## src/rtl/twi_pkg.sv

```systemverilog
package twi_pkg;
  localparam int BYTE_W   = 8;
  localparam int PORTS    = 4;
  localparam int WR_SLOTS = 2;

  typedef enum logic [2:0] {
    ST_IDLE,
    ST_RX,
    ST_ACK,
    ST_TX,
    ST_MACK,
    ST_SKIP
  } link_state_t;

  // status byte for read slot idx; slots past the second return all ones
  function automatic logic [BYTE_W-1:0] status_byte(
    input logic [1:0]       idx,
    input logic [PORTS-1:0] pg,
    input logic [PORTS-1:0] sc,
    input logic [PORTS-1:0] oc
  );
    case (idx)
      2'd0:    status_byte = {3'b000, 1'b1, pg};
      2'd1:    status_byte = {oc, sc};
      default: status_byte = '1;
    endcase
  endfunction
endpackage

```

## src/rtl/twi_line_sync.sv

```systemverilog
module twi_line_sync #(
  parameter int STAGES = 2
) (
  input  logic clk,
  input  logic rst,
  input  logic scl_i,
  input  logic sda_i,
  output logic sda_o,
  output logic scl_rise_o,
  output logic scl_fall_o,
  output logic start_o,
  output logic stop_o
);
  logic [STAGES-1:0] scl_pipe, sda_pipe;
  logic scl_q, sda_q, scl_s, sda_s;

  assign scl_s = scl_pipe[STAGES-1];
  assign sda_s = sda_pipe[STAGES-1];

  always_ff @(posedge clk) begin
    if (rst) begin
      scl_pipe <= '1;
      sda_pipe <= '1;
      scl_q    <= 1'b1;
      sda_q    <= 1'b1;
    end else begin
      scl_pipe[0] <= scl_i;
      sda_pipe[0] <= sda_i;
      for (int s = 1; s < STAGES; s++) begin
        scl_pipe[s] <= scl_pipe[s-1];
        sda_pipe[s] <= sda_pipe[s-1];
      end
      scl_q <= scl_s;
      sda_q <= sda_s;
    end
  end

  assign sda_o      = sda_s;
  assign scl_rise_o = scl_s & ~scl_q;
  assign scl_fall_o = ~scl_s & scl_q;
  assign start_o    = scl_s & scl_q & sda_q & ~sda_s;
  assign stop_o     = scl_s & scl_q & ~sda_q & sda_s;
endmodule

```

## src/rtl/twi_link_fsm.sv

```systemverilog
module twi_link_fsm
  import twi_pkg::*;
#(
  parameter logic [1:0] ADDR_HI = 2'b01,
  parameter int         PIN_W   = 5
) (
  input  logic              clk,
  input  logic              rst,
  input  logic              sda_s,
  input  logic              scl_rise,
  input  logic              scl_fall,
  input  logic              bus_start,
  input  logic              bus_stop,
  input  logic [PIN_W-1:0]  addr_pins,
  input  logic [PORTS-1:0]  pgood,
  input  logic [PORTS-1:0]  short_f,
  input  logic [PORTS-1:0]  open_f,
  output logic              sda_oe,
  output logic              wr_valid,
  output logic [1:0]        wr_idx,
  output logic [BYTE_W-1:0] wr_data
);
  localparam int CNT_W = $clog2(BYTE_W + 1);

  link_state_t       state;
  logic [BYTE_W-1:0] rx_sh;
  logic [BYTE_W-2:0] tx_rest;
  logic [CNT_W-1:0]  bit_cnt;
  logic              is_addr, rd_mode, m_ack;
  logic [1:0]        data_idx, rd_idx;
  logic              addr_hit;
  logic [1:0]        load_idx;
  logic [BYTE_W-1:0] load_byte;

  assign addr_hit = (rx_sh[BYTE_W-1:1] == {ADDR_HI, addr_pins});

  always_comb begin
    if (state == ST_ACK)      load_idx = 2'd0;
    else if (rd_idx == 2'd2)  load_idx = 2'd2;
    else                      load_idx = rd_idx + 2'd1;
    load_byte = status_byte(load_idx, pgood, short_f, open_f);
  end

  always_ff @(posedge clk) begin
    wr_valid <= 1'b0;
    if (rst) begin
      state    <= ST_IDLE;
      sda_oe   <= 1'b0;
      rx_sh    <= '0;
      tx_rest  <= '0;
      bit_cnt  <= '0;
      is_addr  <= 1'b0;
      rd_mode  <= 1'b0;
      m_ack    <= 1'b0;
      data_idx <= '0;
      rd_idx   <= '0;
      wr_idx   <= '0;
      wr_data  <= '0;
    end else if (bus_start) begin
      state    <= ST_RX;
      sda_oe   <= 1'b0;
      bit_cnt  <= '0;
      is_addr  <= 1'b1;
      data_idx <= '0;
    end else if (bus_stop) begin
      state  <= ST_IDLE;
      sda_oe <= 1'b0;
    end else begin
      case (state)
        ST_RX: begin
          if (scl_rise && bit_cnt != CNT_W'(BYTE_W)) begin
            rx_sh   <= {rx_sh[BYTE_W-2:0], sda_s};
            bit_cnt <= bit_cnt + 1'b1;
          end else if (scl_fall && bit_cnt == CNT_W'(BYTE_W)) begin
            bit_cnt <= '0;
            if (is_addr) begin
              is_addr <= 1'b0;
              rd_mode <= rx_sh[0];
              if (addr_hit) begin
                sda_oe <= 1'b1;
                state  <= ST_ACK;
              end else begin
                state <= ST_SKIP;
              end
            end else if (data_idx < 2'(WR_SLOTS)) begin
              sda_oe   <= 1'b1;
              wr_valid <= 1'b1;
              wr_idx   <= data_idx;
              wr_data  <= rx_sh;
              data_idx <= data_idx + 2'd1;
              state    <= ST_ACK;
            end else begin
              state <= ST_ACK;
            end
          end
        end
        ST_ACK: begin
          if (scl_fall) begin
            if (rd_mode) begin
              tx_rest <= load_byte[BYTE_W-2:0];
              sda_oe  <= ~load_byte[BYTE_W-1];
              rd_idx  <= load_idx;
              bit_cnt <= '0;
              state   <= ST_TX;
            end else begin
              sda_oe <= 1'b0;
              state  <= ST_RX;
            end
          end
        end
        ST_TX: begin
          if (scl_fall) begin
            if (bit_cnt == CNT_W'(BYTE_W - 1)) begin
              sda_oe <= 1'b0;
              state  <= ST_MACK;
            end else begin
              sda_oe  <= ~tx_rest[BYTE_W-2];
              tx_rest <= {tx_rest[BYTE_W-3:0], 1'b0};
              bit_cnt <= bit_cnt + 1'b1;
            end
          end
        end
        ST_MACK: begin
          if (scl_rise) begin
            m_ack <= ~sda_s;
          end else if (scl_fall) begin
            if (m_ack) begin
              tx_rest <= load_byte[BYTE_W-2:0];
              sda_oe  <= ~load_byte[BYTE_W-1];
              rd_idx  <= load_idx;
              bit_cnt <= '0;
              state   <= ST_TX;
            end else begin
              state <= ST_SKIP;
            end
          end
        end
        default: ;
      endcase
    end
  end

  // the data line may only move right after a clock fall or a bus condition
  assert_oe_moves_on_fall_R1: assert property (@(posedge clk) disable iff (rst)
    !$stable(sda_oe) |-> $past(scl_fall || bus_start || bus_stop));

  // a STOP always leaves the data line released
  assert_release_after_stop_R8: assert property (@(posedge clk) disable iff (rst)
    bus_stop |=> !sda_oe);
endmodule

```

## src/rtl/twi_shadow_regs.sv

```systemverilog
module twi_shadow_regs
  import twi_pkg::*;
(
  input  logic              clk,
  input  logic              rst,
  input  logic              bus_start,
  input  logic              bus_stop,
  input  logic              wr_valid,
  input  logic [1:0]        wr_idx,
  input  logic [BYTE_W-1:0] wr_data,
  output logic [BYTE_W-1:0] ctrl_q,
  output logic [BYTE_W-1:0] setup_q,
  output logic              clr_pulse
);
  logic [BYTE_W-1:0] sh_ctrl, sh_setup;
  logic              have_ctrl, have_setup;

  always_ff @(posedge clk) begin
    clr_pulse <= 1'b0;
    if (rst) begin
      sh_ctrl    <= '0;
      sh_setup   <= '0;
      have_ctrl  <= 1'b0;
      have_setup <= 1'b0;
      ctrl_q     <= '0;
      setup_q    <= '0;
    end else if (bus_start) begin
      have_ctrl  <= 1'b0;
      have_setup <= 1'b0;
    end else if (bus_stop) begin
      if (have_ctrl) ctrl_q <= sh_ctrl;
      if (have_setup) begin
        setup_q   <= sh_setup;
        clr_pulse <= sh_setup[0];
      end
      have_ctrl  <= 1'b0;
      have_setup <= 1'b0;
    end else if (wr_valid) begin
      if (wr_idx == 2'd0) begin
        sh_ctrl   <= wr_data;
        have_ctrl <= 1'b1;
      end else begin
        sh_setup   <= wr_data;
        have_setup <= 1'b1;
      end
    end
  end

  assert_commit_at_stop_R3: assert property (@(posedge clk) disable iff (rst)
    (!$stable(ctrl_q) || !$stable(setup_q)) |-> $past(bus_stop));

  assert_clear_one_cycle_R5: assert property (@(posedge clk) disable iff (rst)
    clr_pulse |=> !clr_pulse);

  assert_clear_after_stop_R5: assert property (@(posedge clk) disable iff (rst)
    clr_pulse |-> $past(bus_stop));

  assert_two_slots_only_R11: assert property (@(posedge clk) disable iff (rst)
    wr_valid |-> (wr_idx < 2'(WR_SLOTS)));
endmodule

```

## src/rtl/pwr_twi_slave.sv

```systemverilog
module pwr_twi_slave
  import twi_pkg::*;
#(
  parameter int         SYNC_STAGES = 2,
  parameter logic [1:0] ADDR_HI     = 2'b01,
  parameter int         PIN_W       = 5
) (
  input  logic              clk,
  input  logic              rst,
  input  logic              scl_i,
  input  logic              sda_i,
  output logic              sda_oe_o,
  input  logic [PIN_W-1:0]  addr_pins_i,
  input  logic [PORTS-1:0]  pgood_i,
  input  logic [PORTS-1:0]  short_i,
  input  logic [PORTS-1:0]  open_i,
  output logic [BYTE_W-1:0] ctrl_o,
  output logic [BYTE_W-1:0] setup_o,
  output logic              fault_clr_o
);
  logic              sda_s, scl_rise, scl_fall, bus_start, bus_stop;
  logic              wr_valid;
  logic [1:0]        wr_idx;
  logic [BYTE_W-1:0] wr_data;

  twi_line_sync #(.STAGES(SYNC_STAGES)) u_sync (
    .clk        (clk),
    .rst        (rst),
    .scl_i      (scl_i),
    .sda_i      (sda_i),
    .sda_o      (sda_s),
    .scl_rise_o (scl_rise),
    .scl_fall_o (scl_fall),
    .start_o    (bus_start),
    .stop_o     (bus_stop)
  );

  twi_link_fsm #(.ADDR_HI(ADDR_HI), .PIN_W(PIN_W)) u_link (
    .clk       (clk),
    .rst       (rst),
    .sda_s     (sda_s),
    .scl_rise  (scl_rise),
    .scl_fall  (scl_fall),
    .bus_start (bus_start),
    .bus_stop  (bus_stop),
    .addr_pins (addr_pins_i),
    .pgood     (pgood_i),
    .short_f   (short_i),
    .open_f    (open_i),
    .sda_oe    (sda_oe_o),
    .wr_valid  (wr_valid),
    .wr_idx    (wr_idx),
    .wr_data   (wr_data)
  );

  twi_shadow_regs u_regs (
    .clk       (clk),
    .rst       (rst),
    .bus_start (bus_start),
    .bus_stop  (bus_stop),
    .wr_valid  (wr_valid),
    .wr_idx    (wr_idx),
    .wr_data   (wr_data),
    .ctrl_q    (ctrl_o),
    .setup_q   (setup_o),
    .clr_pulse (fault_clr_o)
  );
endmodule

```

## config.mk

```make
export PLATFORM = sky130hd
export DESIGN_NAME = pwr_twi_slave
export DESIGN_NICKNAME = d
export VERILOG_FILES = /design/src/rtl/twi_pkg.sv /design/src/rtl/twi_line_sync.sv /design/src/rtl/twi_link_fsm.sv /design/src/rtl/twi_shadow_regs.sv /design/src/rtl/pwr_twi_slave.sv
export SDC_FILE = /design/constraint.sdc
export NUM_CORES = 1
export LEC_CHECK = 0
export BUFFER_PORTS_ARGS = -buffer_cell sky130_fd_sc_hd__buf_4
export CAP_MARGIN = 10
export CORE_UTILIZATION = 32
export DETAILED_ROUTE_END_ITERATION = 7
export GPL_ROUTABILITY_DRIVEN = 0
export GPL_TIMING_DRIVEN = 0
export PLACE_DENSITY = 0.5
export SLEW_MARGIN = 25
export SYNTH_ARGS = -nofsm -noshare
export SYNTH_HDL_FRONTEND = slang
export SYNTH_HIERARCHICAL = 1
export SYNTH_SLANG_ARGS = --single-unit
export TNS_END_PERCENT = 30
```

## constraint.sdc

```tcl
create_clock -name clk -period 5.11 [get_ports clk]
set_clock_uncertainty 0.2 [all_clocks]
set_input_delay 1.022 -clock clk [delete_from_list [all_inputs] [get_ports clk]]
set_output_delay 1.022 -clock clk [all_outputs]
set_load 0.05 [all_outputs]
```

# After elaboration in Yosys (flattened, before gate mapping)
# Index checks and enable logic that the tools add are counted.
[totals] register_bits=82 input_bits=21 output_inout_bits=18 word_cells=174
[classes] add_sub_neg=3 order_cmp=1 n_eq_ne=32 mux=60 bitwise=21 n_reduce_logical=32
[op_table] op="7-bit 2-to-1 mux" count=7
[op_table] op="4-bit 2-to-1 mux" count=9
[op_table] op="3-bit 2-to-1 mux" count=10
[op_table] op="10-bit AND reduction" count=3
[op_table] op="8-bit AND reduction" count=3
[op_table] op="7-bit one-hot mux with 3 select lines" count=1
[op_table] op="1-bit 2-to-1 mux" count=20
[op_table] op="4-bit by 3-bit inequality test with 1-bit output (second input constant)" count=5
[op_table] op="4-bit AND reduction" count=5
[op_table] op="2-bit 2-to-1 mux" count=8
[op_table] op="4-bit one-hot mux with 4 select lines" count=1
[op_table] op="8-bit one-hot mux with 2 select lines" count=1
[op_table] op="2-bit by 1-bit inequality test with 1-bit output (second input constant)" count=7
[op_table] op="1-bit inverter" count=14
[op_table] op="4-bit inequality test (second input constant)" count=3
[op_table] op="3-bit one-hot mux with 4 select lines" count=1
[op_table] op="6-bit AND reduction" count=2
[op_table] op="2-bit inequality test (second input constant)" count=5
[op_table] op="1-bit AND" count=7
[op_table] op="7-bit by 6-bit equality test with 1-bit output" count=1
[op_table] op="7-bit AND reduction" count=1
[op_table] op="7-bit OR reduction" count=1
[op_table] op="3-bit by 2-bit equality test with 1-bit output (second input constant)" count=2
[op_table] op="3-bit by 1-bit inequality test with 1-bit output (second input constant)" count=2
[op_table] op="23 further kinds" count=30

# Depth between registers and ports, before layout
# Gate-level depths: netlist (run 1).
[logic_depth] word_depth=10 depth_mapped=8 mapped_depth_nobuf=7

# By module
# The synthesis (run 1) kept the hierarchy.
[by_module_without_submodules] mod="twi_link_fsm" instances=1 cells_each=258 area_each_um2=2214.6 seq_area_each_um2=820.8
[by_module_without_submodules] mod="twi_shadow_regs" instances=1 cells_each=129 area_each_um2=1356.3 seq_area_each_um2=700.7
[by_module_without_submodules] mod="twi_line_sync" instances=1 cells_each=16 area_each_um2=190.2 seq_area_each_um2=120.1

# Worst setup path after synthesis (run 1)
# Ideal clock, no wire load.
[synth_timing] path_kind="input -> register" startpoint="in addr_pins_i[3]" endpoint="reg u_link.state[0]" setup_time_ns=0.132 t_arrival_ns=2.054 required_ns=4.778 setup_slack_ns=2.724 stages=5 n_path_buf=0 path_cell_list="xor2_1 nor4_1 o22ai_1 nor4b_1 o22ai_1"
[synth_between] elab_chain_len=8
[synth_lines] element="start: declaration" line="pwr_twi_slave.sv:13" rtl="input logic [PIN_W-1:0] addr_pins_i,"
[synth_lines] element="7-bit by 6-bit equality test with 1-bit output" line="twi_link_fsm.sv:35" rtl="assign addr_hit = (rx_sh[BYTE_W-1:1] == {ADDR_HI, addr_pins});"
[synth_lines] element="3-bit 2-to-1 mux" line="twi_link_fsm.sv:79" rtl="if (addr_hit) begin"
[synth_lines] element="3-bit 2-to-1 mux" line="twi_link_fsm.sv:76" rtl="if (is_addr) begin"
[synth_lines] element="3-bit 2-to-1 mux" line="twi_link_fsm.sv:74" rtl="end else if (scl_fall && bit_cnt == CNT_W'(BYTE_W)) begin"
[synth_lines] element="3-bit 2-to-1 mux" line="twi_link_fsm.sv:71" rtl="if (scl_rise && bit_cnt != CNT_W'(BYTE_W)) begin"
[synth_lines] element="3-bit one-hot mux with 4 select lines" line="twi_link_fsm.sv:69" rtl="case (state)"
[synth_lines] element="1-bit 2-to-1 mux" line="twi_link_fsm.sv:65" rtl="end else if (bus_stop) begin"
[synth_lines] element="1-bit 2-to-1 mux" line="twi_link_fsm.sv:59" rtl="end else if (bus_start) begin"
[synth_lines] element="end signal: assignment" line="twi_link_fsm.sv:60" rtl="state <= ST_RX;"
[synth_lines] element="end signal: assignment" line="twi_link_fsm.sv:66" rtl="state <= ST_IDLE;"
[synth_lines] element="end signal: assignment" line="twi_link_fsm.sv:81" rtl="state <= ST_ACK;"
[synth_lines] element="end: declaration" line="twi_link_fsm.sv:25" rtl="link_state_t state;"
# Every way passes these cells. The select of a mux whose other input is x is not followed.
# A chain may end at the register's enable or synchronous reset.

# Final worst setup path (run 1)
# Same ends and word-level chain as after synthesis.

==> results.yml, run 1 <==
yosys:
  synthCells: 403
  ys_ff_latch: 82
  synthesis.area_um2: 3760
  synth_top_family_by_area: "simple AND/OR/NAND/NOR gates"
  synth_xor_area_frac: 0.0140
  ys.flop_type: "dfxtp_1"
  syn_nets: 427
  muxShareOfSynthArea: 0.150
  synthSimpleGateAreaFrac: 0.235
  synth.top_cell.area_share: 0.436
  yosys-top-cells-area: "dfxtp_1 (44%), mux2i_1 (14%), nor2_1 (6.6%)"
  synthAdderAreaFrac: 0.00998
  ys_seq_area_frac: 0.436
  synth-compound-area-share: 0.111
  yosys.area.top_type: "dfxtp_1"
  synth_edf_count: 0
  avgSynthCellArea_um2: 9.33
  synthDistinctLibCells: 62
  synthArstFlopShare: 0
  yosys_warnings: 6
power:
  clock_power_share: 0.462
  leakagePower_uw: 0.00200
  p_sw_uw: 301
  p_int_uw: 999
  powerDensity_nw_per_um2: 289
  peakVddDrop_mv: 0.133
  seq_power_share: 0.495
  p_comb_frac: 0.043
  swShare: 0.232
die:
  die_h_um: 110
  core-area_um2: 11400
  num_io_pins: 39
  fp-row-count: 39
  start_util: 0.329
  dieWidth_um: 110
  die-area_um2: 12200
setup_path:
  start_kind: "input port"
  crit_type: "in -> reg"
  arrival_ps: 2580
  cp-endpoint: "u_link/state[0]$_SDFFE_PP0P_"
  timing.rr.start: "u_sync/sda_pipe[1]$_SDFF_PP1_"
  end_kind: "register"
  r2r_cells: 5
  crit_start: "addr_pins_i[3]"
  cp.required_ps: 5110
  critical_path.max_fanout: 3
  rrSetupSlack_ps: 2750
  rr_endpoint: "u_link/rx_sh[3]$_SDFFE_PP0P_"
final_layout:
  drive_above_1_share: 0.182
  syn2layout_area_growth_pct: 19.7
  final_cell_mix: "dfxtp_1 (82), nor2_1 (66), mux2i_1 (54)"
  antennaDiodeCount: 0
  final_common_cell: "dfxtp_1"
  fin_util: 0.394
  fin_nets: 476
global_route:
  grt_pass1_vias: 2859
  grt_pass1_wl_um: 14300
  gr-total-overflow: 0
  grt_usage: 0.147
  grt_max_degree: 16
  antenna_found_initial: 0
status:
  outcome: "completed"
timing:
  timing.final.crit_share: 0.506
  max_freq_mhz: 387
  grt_setup_unrepaired: "no"
  hold_viol: 0
  tightest_slew_ps: 867
  setup_viol: 0
  period_minus_slack_ps: 2590
  finalSetupTns_ps: 0
  slew_violations: 0
  slew_headroom: 0.421
cts:
  cts.clk_slew.worst_paths_ps: 60
  clock_sinks: 82
  clk_latency_ps: 330
  cts-resized-gates: 0
  post_cts_buffers: 0
  cts_tree: "yes"
  root_buffer: "clkbuf_16"
  cts_buffers: 9
  ctsHoldBuffers: 0
  cts_htree_levels: 3
  cts_buffer_depth: 2
routing:
  ant_nets: 0
  wl_per_cell_um: 14.3
  drt_iter0_drc: 94
  routed_wl_um: 8580
  first_pass_iters: 4
  vias_per_cell: 5.00
  drcViolationCount: 0
  num_vias: 2998
placed_design:
  dp.final_hpwl_um: 6300
  portBuffers: 38
min_path:
  hold_class: "reg -> reg"
flow_run:
  drv_cap: 0
## per-stage QoR
stage	setup WS, ps	hold slack (ps)	area [um^2]	total power, uW	instances
3_3_place_gp	2240	196	4230	714	584
2_1_floorplan	2720	183	3760	690	403
4_1_cts	2580	214	4500	1320	600
5_1_grt	2450	240	4500	1350	600
3_5_place_dp	2230	199	4230	714	584
6_report	2520	206	4500	1300	600
## critical path, cell delays in order
cell	delay (ps)
buf_4	110
xor2_1	130
nor4_1	700
o22ai_1	190
nor4b_1	300
o22ai_1	120
## cell type report
cell class,instances,area [um^2]
clock buffer,9,225
sequential,82,1640
inverter,11,41.3
timing repair buffer,38,285
clock inverter,7,52.6
fill,1197,6920
multi-input combinational,287,1950
tap,143,179
buffer,23,125
## synthesized netlist by cell type (2+ instances only)
| cell type | number |
|---|---|
| xor2_1 | 5 |
| buf_6 | 3 |
| ha_1 | 3 |
| inv_1 | 11 |
| buf_1 | 2 |
| a21oi_1 | 22 |
| mux2_2 | 2 |
| nor3b_1 | 4 |
| o211ai_1 | 2 |
| and4b_1 | 3 |
| mux2i_1 | 54 |
| clkbuf_1 | 9 |
| nor4_1 | 4 |
| nor3_1 | 2 |
| or2_1 | 6 |
| nand3b_1 | 5 |
| and3b_1 | 2 |
| a211o_1 | 3 |
| buf_2 | 6 |
| o211a_1 | 2 |
| nand3_1 | 7 |
| nor2_1 | 66 |
| nand4_1 | 2 |
| or2_2 | 2 |
| buf_4 | 2 |
| nand2b_1 | 26 |
| o22ai_1 | 4 |
| dfxtp_1 | 82 |
| a221o_2 | 3 |
| nor2b_1 | 3 |
| nand2_1 | 12 |
| and3_1 | 2 |
| nor4b_1 | 4 |
| o21ai_0 | 10 |
## worst min path at each step
stage / start / end / slack (ps) / cells after the start
5_1_grt: u_sync/scl_pipe[0]$_SDFF_PP1_ / u_sync/scl_pipe[1]$_SDFF_PP1_ / 240 / 1
6_report: u_sync/scl_pipe[0]$_SDFF_PP1_ / u_sync/scl_pipe[1]$_SDFF_PP1_ / 210 / 1
2_1_floorplan: u_sync/scl_pipe[0]$_SDFF_PP1_ / u_sync/scl_pipe[1]$_SDFF_PP1_ / 180 / 1
4_1_cts: u_sync/scl_pipe[0]$_SDFF_PP1_ / u_sync/scl_pipe[1]$_SDFF_PP1_ / 210 / 1
3_5_place_dp: u_sync/scl_pipe[0]$_SDFF_PP1_ / u_sync/scl_pipe[1]$_SDFF_PP1_ / 200 / 1
3_3_place_gp: u_sync/scl_pipe[0]$_SDFF_PP1_ / u_sync/scl_pipe[1]$_SDFF_PP1_ / 200 / 1
## logic make-up (layout without fill, tap and decap cells)
| logic type | Yosys count | after routing |
|---|---|---|
| fa+ha+maj | 3 | 3 |
| flops | 82 | 82 |
| compound gates | 60 | 60 |
| xor+xnor | 6 | 6 |
| simple gates | 162 | 162 |
| buf+inv | 34 | 88 |
| mux | 56 | 56 |
## flip-flops by register name, indices dropped and copies added (netlist names), 2 cells and up
register / count
u_regs/sh_ctrl: 8
u_link/wr_idx: 2
u_link/rx_sh: 8
u_regs/setup_q: 8
u_link/wr_data: 8
u_sync/sda_pipe: 2
u_link/tx_rest: 7
u_regs/ctrl_q: 8
u_sync/scl_pipe: 2
u_link/state: 3
u_link/data_idx: 2
u_link/bit_cnt: 4
u_link/rd_idx: 2
u_regs/sh_setup: 8
## layer usage
layer | routed length, um | track usage
met1 | 4350 | 0.202
met2 | 3850 | 0.224
met3 | 204 | 0.0220
met4 | 170 | 0.0702
met5 | 0 | 0
## power groups by stage
stage	Sequential (uW)	Clock (uW)	Combinational (uW)
after global routing	644	647	61.3
final	644	601	55.3
after detailed placement	658	0	55.9
after CTS	644	621	56.0
after floorplan	657	0	32.1
after global placement	658	0	55.4
(Power assumes the default switching activity.)
==> run 2, diff against run 1 <==
--- a/config.mk
+++ b/config.mk
@@ -5,13 +5,14 @@
 export SDC_FILE = /design/constraint.sdc
 export NUM_CORES = 1
 export LEC_CHECK = 0
+export ABC_AREA = 1
 export BUFFER_PORTS_ARGS = -buffer_cell sky130_fd_sc_hd__buf_4
 export CAP_MARGIN = 10
 export CORE_UTILIZATION = 32
 export DETAILED_ROUTE_END_ITERATION = 7
 export GPL_ROUTABILITY_DRIVEN = 0
 export GPL_TIMING_DRIVEN = 0
-export PLACE_DENSITY = 0.5
+export PLACE_DENSITY = 0.51
 export SLEW_MARGIN = 25
 export SYNTH_ARGS = -nofsm -noshare
 export SYNTH_HDL_FRONTEND = slang
==> constraint.sdc (replaced) <==
create_clock -name clk -period 2.2 [get_ports clk]
set_clock_uncertainty 0.2 [all_clocks]
set_input_delay 0.44 -clock clk [delete_from_list [all_inputs] [get_ports clk]]
set_output_delay 0.44 -clock clk [all_outputs]
set_load 0.05 [all_outputs]
==> results.yml, run 2 <==
routing:
  ant_nets: 0
  num_vias: 3844
  drcViolationCount: 0
  vias_per_cell: 4.60
  drt_iter0_drc: 158
  drt-met1-wl_um: 4680
  wl_met2_um: 4710
  wl_per_cell_um: 11.9
  first_pass_iters: 4
  routed_wl_um: 9990
  dr_wl_met3_um: 396
  top_layer_used: "met4"
placed_design:
  dp.final_hpwl_um: 7490
  portBuffers: 38
timing:
  slew_violations: 0
  hold_viol: 0
  slew_headroom: 0.701
  tightest_slew_ps: 449
  max_freq_mhz: 495
  setup_viol: 0
  timing.final.crit_share: 0.919
  period_minus_slack_ps: 2020
  grt_setup_unrepaired: "yes"
cts:
  cts_buffers: 9
  clock_sinks: 82
  ctsHoldBuffers: 0
  cts_tree: "yes"
  cts_buffer_depth: 2
  root_buffer: "clkbuf_16"
  cts_htree_levels: 3
  cts.clk_slew.worst_paths_ps: 70
  clk_latency_ps: 350
die:
  num_io_pins: 39
  fp-row-count: 41
  dieWidth_um: 116
  die_h_um: 116
  die-area_um2: 13500
  start_util: 0.329
  core-area_um2: 12700
yosys:
  synth_edf_count: 0
  yosys-top-cells-area: "dfxtp_1 (39%), nand2_1 (12%), nor2_1 (7.3%)"
  ys_seq_area_frac: 0.394
  syn_nets: 631
  synth.most_common_cell: "nand2_1"
  yosys_warnings: 6
  synthCells: 607
  synthDistinctLibCells: 37
  ys_ff_latch: 82
  synth.top_cell.area_share: 0.394
  ys.flop_type: "dfxtp_1"
  yosys.area.top_type: "dfxtp_1"
  synthArstFlopShare: 0
  synthesis.area_um2: 4170
  avgSynthCellArea_um2: 6.87
  synth_common_cells: "nand2_1 (135), dfxtp_1 (82), nor2_1 (81), inv_1 (74), a21oi_1 (42)"
final_layout:
  final_cell_mix: "nand2_1 (135), dfxtp_1 (82), nor2_1 (77)"
  multi_input_area_um2: 2030
  fillers: 1343
  regArea_um2: 1640
  final_common_cell: "nand2_1"
  antennaDiodeCount: 0
  drive_above_1_share: 0.211
  fin_util: 0.395
  fin_nets: 683
  syn2layout_area_growth_pct: 19.9
status:
  outcome: "completed"
setup_path:
  critPathTopFamily: "simple AND/OR/NAND/NOR gates"
  slowest_stage: "dfxtp_1"
  cp_slowest_stage_delay_ps: 320
  crit_buf_inv: 2
  arrival_ps: 2060
  start_kind: "register"
  cp.required_ps: 2240
  crit_chain: "inv_1 > ha_1 > nand4_1 > nor3_4 > nand2_2 > nor2_4 > buf_6 > nand2_1 > nand2_1 > a21oi_1"
  crit_type: "reg -> reg"
  end_kind: "register"
  critical_path.max_fanout: 10
  critPathMostFrequentCell: "nand2_1"
global_route:
  grt_max_degree: 16
  grt_pass1_vias: 3477
  antenna_found_initial: 0
  grt_pass1_wl_um: 16700
  grt_usage: 0.162
  gr-total-overflow: 0
power:
  power_uw: 4200
  powerDensity_nw_per_um2: 840
  peakVddDrop_mv: 0.395
  leakagePower_uw: 0.00223
min_path:
  hold_class: "in -> reg"
flow_run:
  drv_cap: 0
## run 2: cell count changes after synthesis, moves of 17 or more
cell	change
nand2b_1	-26
a21oi_1	+20
nand4_1	+35
mux2i_1	-54
inv_2	+24
nand3_1	+17
nand2_1	+123
inv_1	+63
## run 2: per-stage QoR
stage               cell area (um^2)  cells  hold WS, ps  TNS, ps  setup slack [ps]
floorplan                       4170    607          183        0               277
global placement                4670    817          187    -1330              -201
detailed placement              4670    817          189    -1660              -182
CTS                             4970    833         54.9        0              45.8
global route                    5000    836         65.0    -4.37             -4.37
finish                          5000    836         67.9        0               179
## run 2: cell type report
class | instances | area share
repair buffers | 41 | 0.0616
well taps | 172 | 0.0430
inverters | 98 | 0.0736
clock inverters | 6 | 0.00976
multi-input cells | 407 | 0.406
flip-flops and latches | 82 | 0.328
plain buffers | 20 | 0.0298
clock buffers | 10 | 0.0478
## run 2: metal layers
layer	track usage	up-vias
li1	-	2026
met1	0.204	1726
met2	0.264	75
met3	0.0410	17
met4	0.0675	0
met5	0	-
## run 2: power breakdown
part           switching [uW]  internal (uW)
clock                     648            809
combinational             724            409
sequential               49.2           1560
## run 2: final timing paths
check,from,to,slack [ps],depth (start not counted)
max,u_link/bit_cnt[0]$_SDFFE_PP0P_,u_link/wr_idx[0]$_SDFFE_PP0P_,180,10
min,sda_i,u_sync/sda_pipe[0]$_SDFF_PP1_,70,2
max reg2reg,u_link/bit_cnt[0]$_SDFFE_PP0P_,u_link/wr_idx[0]$_SDFFE_PP0P_,180,10
min reg2reg,u_sync/scl_pipe[0]$_SDFF_PP1_,u_sync/scl_pipe[1]$_SDFF_PP1_,200,1
## run 2: cell families after synthesis
kind of cell	Yosys count	share of synthesized area
AND/OR/NAND/NOR	322	0.369
buffers and inverters	118	0.124
flip-flops	82	0.394
AO/OA/AOI/OAI	80	0.100
adder cells (fa/ha/maj)	3	0.00900
XOR/XNOR	2	0.00420
## run 2: repair_timing
action | in CTS | in global routing
endpoints found under the setup margin | 20 | 19
resized for setup | 2 | 3
setup buffers | 0 | 3
pin swaps | 0 | 1
==> run 3, diff against run 2 <==
--- a/config.mk
+++ b/config.mk
@@ -12,7 +12,7 @@
 export DETAILED_ROUTE_END_ITERATION = 7
 export GPL_ROUTABILITY_DRIVEN = 0
 export GPL_TIMING_DRIVEN = 0
-export PLACE_DENSITY = 0.51
+export PLACE_DENSITY = 0.49
 export SLEW_MARGIN = 25
 export SYNTH_ARGS = -nofsm -noshare
 export SYNTH_HDL_FRONTEND = slang
==> constraint.sdc (replaced) <==
create_clock -name clk -period 2.05 [get_ports clk]
set_clock_uncertainty 0.2 [all_clocks]
set_input_delay 0.41 -clock clk [delete_from_list [all_inputs] [get_ports clk]]
set_output_delay 0.41 -clock clk [all_outputs]
set_load 0.05 [all_outputs]
==> results.yml, run 3 (synthesized netlist as in run 2, its figures left out) <==
die:
  die_h_um: 116
  dieWidth_um: 116
  die-area_um2: 13500
  fp-row-count: 41
  num_io_pins: 39
  core-area_um2: 12700
  start_util: 0.329
power:
  p_comb_frac: 0.276
  clock_power_share: 0.334
  swShare: 0.332
  powerDensity_nw_per_um2: 876
  power_uw: 4440
  peakVddDrop_mv: 0.500
  p_sw_uw: 1470
  p_int_uw: 2970
  seq_power_share: 0.390
  leakagePower_uw: 0.00225
global_route:
  antenna_found_initial: 0
  top_usage_layer: "met2"
  grtUsageMet2: 0.274
  grtUsageMet3: 0.0394
  gr-total-overflow: 0
  grt_max_degree: 14
  grt_util_met1: 0.200
  grt_usage: 0.163
  grt_pass1_wl_um: 16800
  grt_pass1_vias: 3626
status:
  outcome: "completed"
timing:
  tightest_slew_ps: 554
  period_minus_slack_ps: 1950
  timing.final.crit_share: 0.953
  max_freq_mhz: 512
  hold_viol: 0
  grt_setup_unrepaired: "yes"
  setup_viol: 0
  slew_violations: 0
  slew_headroom: 0.631
final_layout:
  fillers: 1389
  regArea_um2: 1650
  design_area_um2: 5070
  antennaDiodeCount: 0
  syn2layout_area_growth_pct: 21.7
  drive_above_1_share: 0.234
  fin_nets: 690
  final_common_cell: "nand2_1"
  multi_input_area_um2: 2060
  final_cell_mix: "nand2_1 (133), dfxtp_1 (79), nor2_1 (75)"
  fin_util: 0.400
placed_design:
  dp.final_hpwl_um: 7580
  portBuffers: 38
  placed_area_um2: 4670
setup_path:
  cp.required_ps: 2130
  end_kind: "register"
  arrival_ps: 2030
  crit_type: "reg -> reg"
  critical_path.max_fanout: 5
  start_kind: "register"
routing:
  first_pass_iters: 5
  routed_wl_um: 9990
  vias_per_cell: 4.58
  drt_iter0_drc: 164
  ant_nets: 0
  drcViolationCount: 0
  num_vias: 3857
  wl_per_cell_um: 11.9
cts:
  cts_tree: "yes"
  cts_htree_levels: 3
  cts_buffer_depth: 2
  clock_sinks: 82
  cts_buffers: 9
  clk_latency_ps: 340
  root_buffer: "clkbuf_16"
  cts.clk_slew.worst_paths_ps: 60
min_path:
  hold_class: "in -> reg"
flow_run:
  drv_cap: 0
-- run 3: cell count changes in the layout (fill, tap and decap cells not counted), moves of 2 or more --
| cell | before | now |
|---|---|---|
| nor2_1 | 77 | 75 |
| buf_4 | 43 | 48 |
| inv_2 | 24 | 27 |
| nand2_2 | 11 | 13 |
| inv_6 | 3 | 0 |
| nand2_1 | 135 | 133 |
| clkinvlp_4 | 0 | 2 |
| dfxtp_2 | 0 | 3 |
| dfxtp_1 | 82 | 79 |
| inv_1 | 74 | 71 |
-- run 3: final timing paths --
| path | start | endpoint | slack [ps] | cells after the start |
|---|---|---|---|---|
| min | scl_i | u_sync/scl_pipe[0]$_SDFF_PP1_ | 50 | 2 |
| max | u_sync/scl_q$_SDFF_PP1_ | u_link/wr_data[2]$_SDFFE_PP0P_ | 100 | 9 |
| max reg2reg | u_sync/scl_q$_SDFF_PP1_ | u_link/wr_data[2]$_SDFFE_PP0P_ | 100 | 9 |
| min reg2reg | u_sync/scl_pipe[0]$_SDFF_PP1_ | u_sync/scl_pipe[1]$_SDFF_PP1_ | 200 | 1 |
-- run 3: final cells by class --
class                           instances  share of cell area
Timing Repair Buffer                   48              0.0713
Multi-Input combinational cell        407               0.407
Buffer                                 20              0.0294
Inverter                               98              0.0725
Sequential cell                        82               0.324
Tap cell                              172              0.0424
Clock buffer                           11              0.0479
Clock inverter                          4             0.00567
-- run 3: critical path: stages, from the launching register on --
cell and delay (ps):
dfxtp_2 340, inv_2 40, nor2_4 130, nand4_1 250, nor3_4 280, nand2_2 110
nor2_4 190, buf_6 120, o21ai_0 60, a21oi_1 140
-- run 3: routing by layer --
| layer | routed length, um | up-vias |
|---|---|---|
| li1 | - | 2038 |
| met1 | 4680 | 1751 |
| met2 | 4820 | 55 |
| met3 | 340 | 13 |
| met4 | 151 | 0 |
| met5 | 0 | - |
-- run 3: timing repair --
action / 4_1_cts / 5_1_grt
gates resized for setup: 5 / 16
endpoints found under the setup margin: 41 / 27
buffers inserted: 0 / 9
hold buffers: 0 / 0
pin swaps: 0 / 6
cloned: 0 / 1
-- run 3: through the flow --
stage,std cells,hold WS [ps],setup slack (ps),TNS (ps)
floorplan,607,183,127,0
global placement,817,188,-307,-4910
detailed placement,817,195,-312,-5150
CTS,832,32.8,8.06,0
global route,842,34.9,-31.8,-172
finish,842,50.2,96.4,0
-- run 3: power groups by stage --
stage	registers [uW]	clock network, uW	logic, uW
finish	1730	1480	1230
global route	1740	1610	1400
CTS	1730	1550	1210
global placement	1760	0	1190
floorplan	1770	0	926
detailed placement	1760	0	1200
